--- config.mk ---
export PLATFORM = sky130hd
export DESIGN_NAME = prio_level_ctrl
export DESIGN_NICKNAME = d
export VERILOG_FILES = /design/src/rtl/plc_pkg.sv /design/src/rtl/plc_prio_enc.sv /design/src/rtl/plc_ext_group.sv /design/src/rtl/prio_level_ctrl.sv
export SDC_FILE = /design/constraint.sdc
export NUM_CORES = 1
export LEC_CHECK = 0
export BUFFER_PORTS_ARGS = -buffer_cell sky130_fd_sc_hd__clkbuf_2
export CORE_AREA = 3 3 101 103
export CTS_CLUSTER_DIAMETER = 200
export DETAILED_ROUTE_END_ITERATION = 8
export DIE_AREA = 0 0 104 106
export HOLD_SLACK_MARGIN = 0.06
export PLACE_DENSITY = 0.75
export SLEW_MARGIN = 20
export SYNTH_ARGS = -nofsm -noshare
export SYNTH_HDL_FRONTEND = slang
export SYNTH_SLANG_ARGS = --single-unit
--- constraint.sdc ---
create_clock -name clk -period 5.45 [get_ports clk]
set_input_delay 0.8175 -clock clk [delete_from_list [all_inputs] [get_ports clk]]
set_output_delay 0.8175 -clock clk [all_outputs]
set_load 0.02 [all_outputs]
--- src/rtl/plc_pkg.sv ---
package plc_pkg;
    localparam int PLC_LEVELS   = 16;
    localparam int PLC_VEC_W    = 11;
    localparam int PLC_EXT_BASE = 10;
    localparam int PLC_EXT_LVLS = 4;
    localparam int PLC_DEVS     = 4;
    localparam int PLC_ERR_LVL  = 14;
    localparam int PLC_FAST_LVL = 15;
endpackage

--- src/rtl/plc_prio_enc.sv ---
module plc_prio_enc #(
    parameter int N = 16,
    localparam int W = $clog2(N)
) (
    input  logic [N-1:0] req_i,
    output logic [W-1:0] idx_o
);
    always_comb begin
        idx_o = '0;
        for (int i = 0; i < N; i++) begin
            if (req_i[i]) idx_o = W'(i);
        end
    end
endmodule

--- src/rtl/plc_ext_group.sv ---
module plc_ext_group #(
    parameter int DEVS  = 4,
    parameter int VEC_W = 11
) (
    input  logic                  clk,
    input  logic                  rst_n,
    input  logic [DEVS-1:0]       irq_i,
    input  logic                  ack_i,
    input  logic [DEVS*VEC_W-1:0] vec_tab_i,
    output logic                  any_o,
    output logic                  any_nxt_o,
    output logic                  hit_o,
    output logic [VEC_W-1:0]      vec_o
);
    logic [DEVS-1:0] pend_d, pend_q;
    logic [DEVS-1:0] first_sel;

    always_comb begin
        first_sel = '0;
        hit_o     = 1'b0;
        vec_o     = '0;
        for (int d = DEVS - 1; d >= 0; d--) begin
            if (pend_q[d]) begin
                first_sel = '0;
                first_sel[d] = 1'b1;
                hit_o     = 1'b1;
                vec_o     = vec_tab_i[d*VEC_W +: VEC_W];
            end
        end
        pend_d = (pend_q & ~(ack_i ? first_sel : '0)) | irq_i;
    end

    always_ff @(posedge clk or negedge rst_n) begin
        if (!rst_n) pend_q <= '0;
        else        pend_q <= pend_d;
    end

    assign any_o     = |pend_q;
    assign any_nxt_o = |pend_d;
endmodule

--- src/rtl/prio_level_ctrl.sv ---
module prio_level_ctrl #(
    parameter int NUM_LVL  = plc_pkg::PLC_LEVELS,
    parameter int VEC_W    = plc_pkg::PLC_VEC_W,
    parameter int EXT_BASE = plc_pkg::PLC_EXT_BASE,
    parameter int EXT_LVLS = plc_pkg::PLC_EXT_LVLS,
    parameter int DEVS     = plc_pkg::PLC_DEVS,
    parameter int ERR_LVL  = plc_pkg::PLC_ERR_LVL,
    parameter int FAST_LVL = plc_pkg::PLC_FAST_LVL,
    localparam int LVL_W   = $clog2(NUM_LVL),
    localparam int NDEV    = EXT_LVLS * DEVS
) (
    input  logic                  clk,
    input  logic                  rst_n,
    input  logic [NUM_LVL-1:0]    sw_set_i,
    input  logic [NUM_LVL-1:0]    sw_clr_i,
    input  logic                  err_req_i,
    input  logic                  fast_req_i,
    input  logic [NDEV-1:0]       dev_irq_i,
    input  logic [NDEV*VEC_W-1:0] dev_vec_i,
    input  logic                  ident_req_i,
    input  logic [LVL_W-1:0]      ident_lvl_i,
    output logic [LVL_W-1:0]      run_lvl_o,
    output logic                  lvl_chg_o,
    output logic [NUM_LVL-1:0]    active_o,
    output logic                  ident_vld_o,
    output logic [VEC_W-1:0]      ident_vec_o,
    output logic                  ident_none_o
);
    typedef struct packed {
        logic [NUM_LVL-1:0] act;
        logic [LVL_W-1:0]   run;
        logic               chg;
        logic               vld;
        logic [VEC_W-1:0]   vec;
        logic               none;
    } plc_state_t;

    plc_state_t st_d, st_q;

    logic [EXT_LVLS-1:0]       grp_any, grp_any_nxt, grp_hit, grp_ack;
    logic [VEC_W-1:0]          grp_vec [EXT_LVLS];
    logic [NUM_LVL-1:0]        mask_nxt;
    logic [LVL_W-1:0]          run_nxt;
    logic                      ident_ext;
    int                        ident_grp;

    assign ident_ext = (int'(ident_lvl_i) >= EXT_BASE) &&
                       (int'(ident_lvl_i) <  EXT_BASE + EXT_LVLS);
    assign ident_grp = int'(ident_lvl_i) - EXT_BASE;

    for (genvar g = 0; g < EXT_LVLS; g++) begin : g_grp
        assign grp_ack[g] = ident_req_i && ident_ext && (ident_grp == g);
        plc_ext_group #(.DEVS(DEVS), .VEC_W(VEC_W)) u_grp (
            .clk       (clk),
            .rst_n     (rst_n),
            .irq_i     (dev_irq_i[g*DEVS +: DEVS]),
            .ack_i     (grp_ack[g]),
            .vec_tab_i (dev_vec_i[g*DEVS*VEC_W +: DEVS*VEC_W]),
            .any_o     (grp_any[g]),
            .any_nxt_o (grp_any_nxt[g]),
            .hit_o     (grp_hit[g]),
            .vec_o     (grp_vec[g])
        );
    end

    plc_prio_enc #(.N(NUM_LVL)) u_enc (
        .req_i (mask_nxt),
        .idx_o (run_nxt)
    );

    always_comb begin
        st_d = st_q;
        // software first, then set wins over clear
        st_d.act = (st_q.act & ~sw_clr_i) | sw_set_i;
        if (err_req_i)  st_d.act[ERR_LVL]  = 1'b1;
        if (fast_req_i) st_d.act[FAST_LVL] = 1'b1;
        mask_nxt = st_d.act | (NUM_LVL'(grp_any_nxt) << EXT_BASE);
        st_d.run  = run_nxt;
        st_d.chg  = (run_nxt != st_q.run);
        st_d.vld  = ident_req_i;
        st_d.vec  = '0;
        st_d.none = 1'b1;
        if (ident_req_i) begin
            for (int g = 0; g < EXT_LVLS; g++) begin
                if (grp_ack[g] && grp_hit[g]) begin
                    st_d.vec  = grp_vec[g];
                    st_d.none = 1'b0;
                end
            end
        end else begin
            st_d.none = 1'b0;
        end
    end

    always_ff @(posedge clk or negedge rst_n) begin
        if (!rst_n) st_q <= '0;
        else        st_q <= st_d;
    end

    assign active_o     = st_q.act | (NUM_LVL'(grp_any) << EXT_BASE);
    assign run_lvl_o    = st_q.run;
    assign lvl_chg_o    = st_q.chg;
    assign ident_vld_o  = st_q.vld;
    assign ident_vec_o  = st_q.vec;
    assign ident_none_o = st_q.none;
endmodule

==> results.sh <==
export IMPL_first_global_vias=4464
export IMPL_tightest_slew_ns=0.910
export IMPL_drt_pass1_iter_count=5
export IMPL_grt_start_max_net_pins=51
export IMPL_tritoncts="yes"
export IMPL_post_synth_inst_count=473
export IMPL_synthDominantCellAreaShare_pct=33.4
export IMPL_clock_sinks=50
export IMPL_post_route_cells_drive_above_1_share_pct=41.3
export IMPL_finClkSkew_ns=0.00943
export IMPL_synth_area_top_cells="dfrtp_1, o22ai_1, a22oi_1"
export IMPL_crit_path_start_kind="primary input"
export IMPL_hold_path_cell_count=1
export IMPL_detail_route_antenna_nets=0
export IMPL_rr_startpoint="g_grp[3].u_grp.pend_q[2]$_DFF_PN0_"
export IMPL_run_status="finished clean"
export IMPL_synth_async_sr_flop_share_pct=100
export IMPL_maxSlewHeadroom_pct=39.3
export IMPL_avgViaCountPerCell=5.58
export IMPL_yosys_cell_types_count=51
export IMPL_vdd_ir_drop_max_mv=0.0941
export IMPL_post_route_drc_count=0
export IMPL_cts_inserted_buffers=5
export IMPL_multi_input_comb_area_um2=2060
export IMPL_worst_setup_hold_path_clk_slew_ns=0.10
export IMPL_routabilityCongestion=0.939
export IMPL_synth_fp_nets=709
export IMPL_design_die_area_um2=11000
export IMPL_synth_most_common_cell="dfrtp_1"
export IMPL_num_vias=4601
export IMPL_yosys_area_share_xor_xnor_pct=0.234
export IMPL_drv_cap=0
export IMPL_final_min_period_over_clock_period_pct=63.7
export IMPL_path_max_fanout=9
export IMPL_cp_buffers_inverters=3
export IMPL_ys_ff_latch=50
export IMPL_globalRouteOverflowTotal=0
export IMPL_grt_setup_unrepaired="no"
export IMPL_clock_fmax_ghz=0.288
export IMPL_regArea_um2=1250
export IMPL_die_w_um=104
export IMPL_initial_antenna_violation_count=0
export IMPL_total_routed_length_um=15200
export IMPL_wl_per_cell_um=18.5
export IMPL_postCtsSetupRepairBufs=0
export IMPL_post_dp_hpwl_um=12900
export IMPL_crit_path_max_incr_delay_ns=0.49
export IMPL_minimum_period_implied_by_the_final_worst_setup_slack_ns=3.47
export IMPL_path_cells="clkbuf_2 -> inv_1 -> ha_1 -> inv_1 -> ha_1 -> nand4b_4 -> nor4_4 -> a21oi_1 -> nor3_1 -> nand2_1 -> nor3_1 -> nor4bb_1 -> o311ai_1"
export IMPL_r2r_setup_slack_ns=2.71
export IMPL_synth_compound_area_share_pct=34.4
export IMPL_final_max_slew_viol_count=0
export IMPL_power_static_leakage_nw=2.53
export IMPL_ff2ff_path_depth=8
export IMPL_worstPathArrival_ns=3.67
export IMPL_min_path_type="reg2reg"
export IMPL_die_height_um=106
export IMPL_mean_post_synth_cell_area_um2=7.92
export IMPL_num_nets_final=930
export IMPL_synth_ff_type="dfrtp_1"
export IMPL_max_clock_path_buffers=2
export IMPL_report_final_setup_viol=0
export IMPL_io_pins=267
export IMPL_synth_top_family_by_area="compound AO/OA/AOI/OAI gates"
export IMPL_antenna_cells_inserted=0
export IMPL_worst_endpoint_required_ns=5.66
export IMPL_power_density_cell_area_nw_per_um2=161
export IMPL_htreeDepth=2
export IMPL_path_delay_family="simple AND/OR/NAND/NOR gates"
export IMPL_port_buffer_count=266
export IMPL_yosys_area_share_simple_pct=19.4
export IMPL_fp_coreArea_um2=9280
export IMPL_cts_resized_gates=0
export IMPL_cts_root_buf="clkbuf_8"
export IMPL_synth_common_cells="dfrtp_1, nand2_1, a21oi_1, nor2_1, o22ai_1"
export IMPL_start_util_pct=40.4
export IMPL_hp_start="st_q[29]$_DFF_PN0_"
export IMPL_nFillCells=955
export IMPL_synth_seq_area_share_pct=33.4
export IMPL_synthMuxAreaShare_pct=0
export IMPL_synth_edff_count=0
export IMPL_dp_cells=816
export IMPL_final_non_filler_cells=824
export IMPL_synth_adder_area_share_pct=1.00
export IMPL_reg2reg_to="lvl_chg_o$_DFF_PN0_"
export IMPL_row_count=35
export IMPL_yosysWarningCount=0
export IMPL_crit_path_top_delay_cell="nor4_4"
export IMPL_grt_pass1_wl_um=23100
export IMPL_end_kind="flop"
export IMPL_critical_setup_path_kind="in2reg"
export IMPL_cts_hold_buffers=0
export IMPL_final_hold_viol_count=0
export IMPL_grt_use_total_pct=26.1
export IMPL_post_synth_instance_area_um2=3750
export IMPL_clkLatencyLatePin_ns=0.30
export IMPL_whs_endpoint="st_q[29]$_DFF_PN0_"
export IMPL_final_setup_tns_ns=0
export IMPL_syn2layout_area_growth_pct=34.8
export IMPL_synthDominantAreaCellType="dfrtp_1"
export IMPL_initialDrtViolationCount=219
==> sequential cells by signal, summed over array words and instances, names as in the netlist <==
register,flops
st_q,16
ident_none_o,1
run_lvl_o,4
ident_vec_o,11
ident_vld_o,1
g_grp.u_grp.pend_q,16
lvl_chg_o,1
==> routing by layer <==
layer	wire, um	GRT usage (%)	vias up
li1	-	-	2181
met1	6120	32.7	2166
met2	7790	46.8	238
met3	1090	4.68	16
met4	245	6.17	0
met5	0	0	-
==> how the worst max path moves through the flow <==
stage | from | endpoint | slack (ns) | depth (start not counted)
after floorplan | ident_lvl_i[2] | lvl_chg_o$_DFF_PN0_ | 2.15 | 12
after global placement | ident_lvl_i[1] | lvl_chg_o$_DFF_PN0_ | 1.90 | 13
after detailed placement | ident_lvl_i[1] | lvl_chg_o$_DFF_PN0_ | 1.74 | 13
after CTS | ident_lvl_i[1] | lvl_chg_o$_DFF_PN0_ | 2.07 | 13
after global routing | ident_lvl_i[1] | lvl_chg_o$_DFF_PN0_ | 1.76 | 13
final | ident_lvl_i[1] | lvl_chg_o$_DFF_PN0_ | 1.98 | 13
==> placed cells by master, fill, tap and decap left out, drive strengths merged, types with 16 or more instances in the layout <==
cell type	count
inv	31
a21oi	41
nor2	39
nor3	21
o22ai	35
a211oi	18
a22oi	29
a221oi	16
nand2	42
dfrtp	50
clkbuf	273
==> per-stage QoR <==
| step | hold slack, ns | worst slack, ns | cell area [um^2] | utilization [%] | power (mW) |
|---|---|---|---|---|---|
| 4_1_cts | 0.504 | 2.07 | 5050 | 54.4 | 0.820 |
| 5_1_grt | 0.518 | 1.76 | 5050 | 54.4 | 0.856 |
| 3_3_place_gp | 0.467 | 1.90 | 4940 | 53.3 | 0.575 |
| 3_5_place_dp | 0.482 | 1.74 | 4940 | 53.3 | 0.577 |
| 2_1_floorplan | 0.450 | 2.15 | 3750 | - | 0.466 |
| 6_report | 0.502 | 1.98 | 5050 | 54.4 | 0.812 |
==> power by group <==
group	internal, mW	switching, mW
sequential	0.381	0.00616
clock	0.117	0.126
combinational	0.0948	0.0874
==> area by class of cell <==
type | instances | area share [%]
inverter | 31 | 2.30
clock inverter | 1 | 0.173
multi-input combinational | 337 | 40.8
timing repair buffer | 269 | 26.8
sequential | 50 | 24.8
tap | 129 | 3.20
clock buffer | 7 | 1.91
==> kinds of logic after synthesis <==
logic type               after synthesis
AO/OA/AOI/OAI                        189
XOR/XNOR                               1
adder cells (fa/ha/maj)                3
buffers and inverters                 86
flip-flops                            50
AND/OR/NAND/NOR                      144
(Power assumes the default switching activity.)
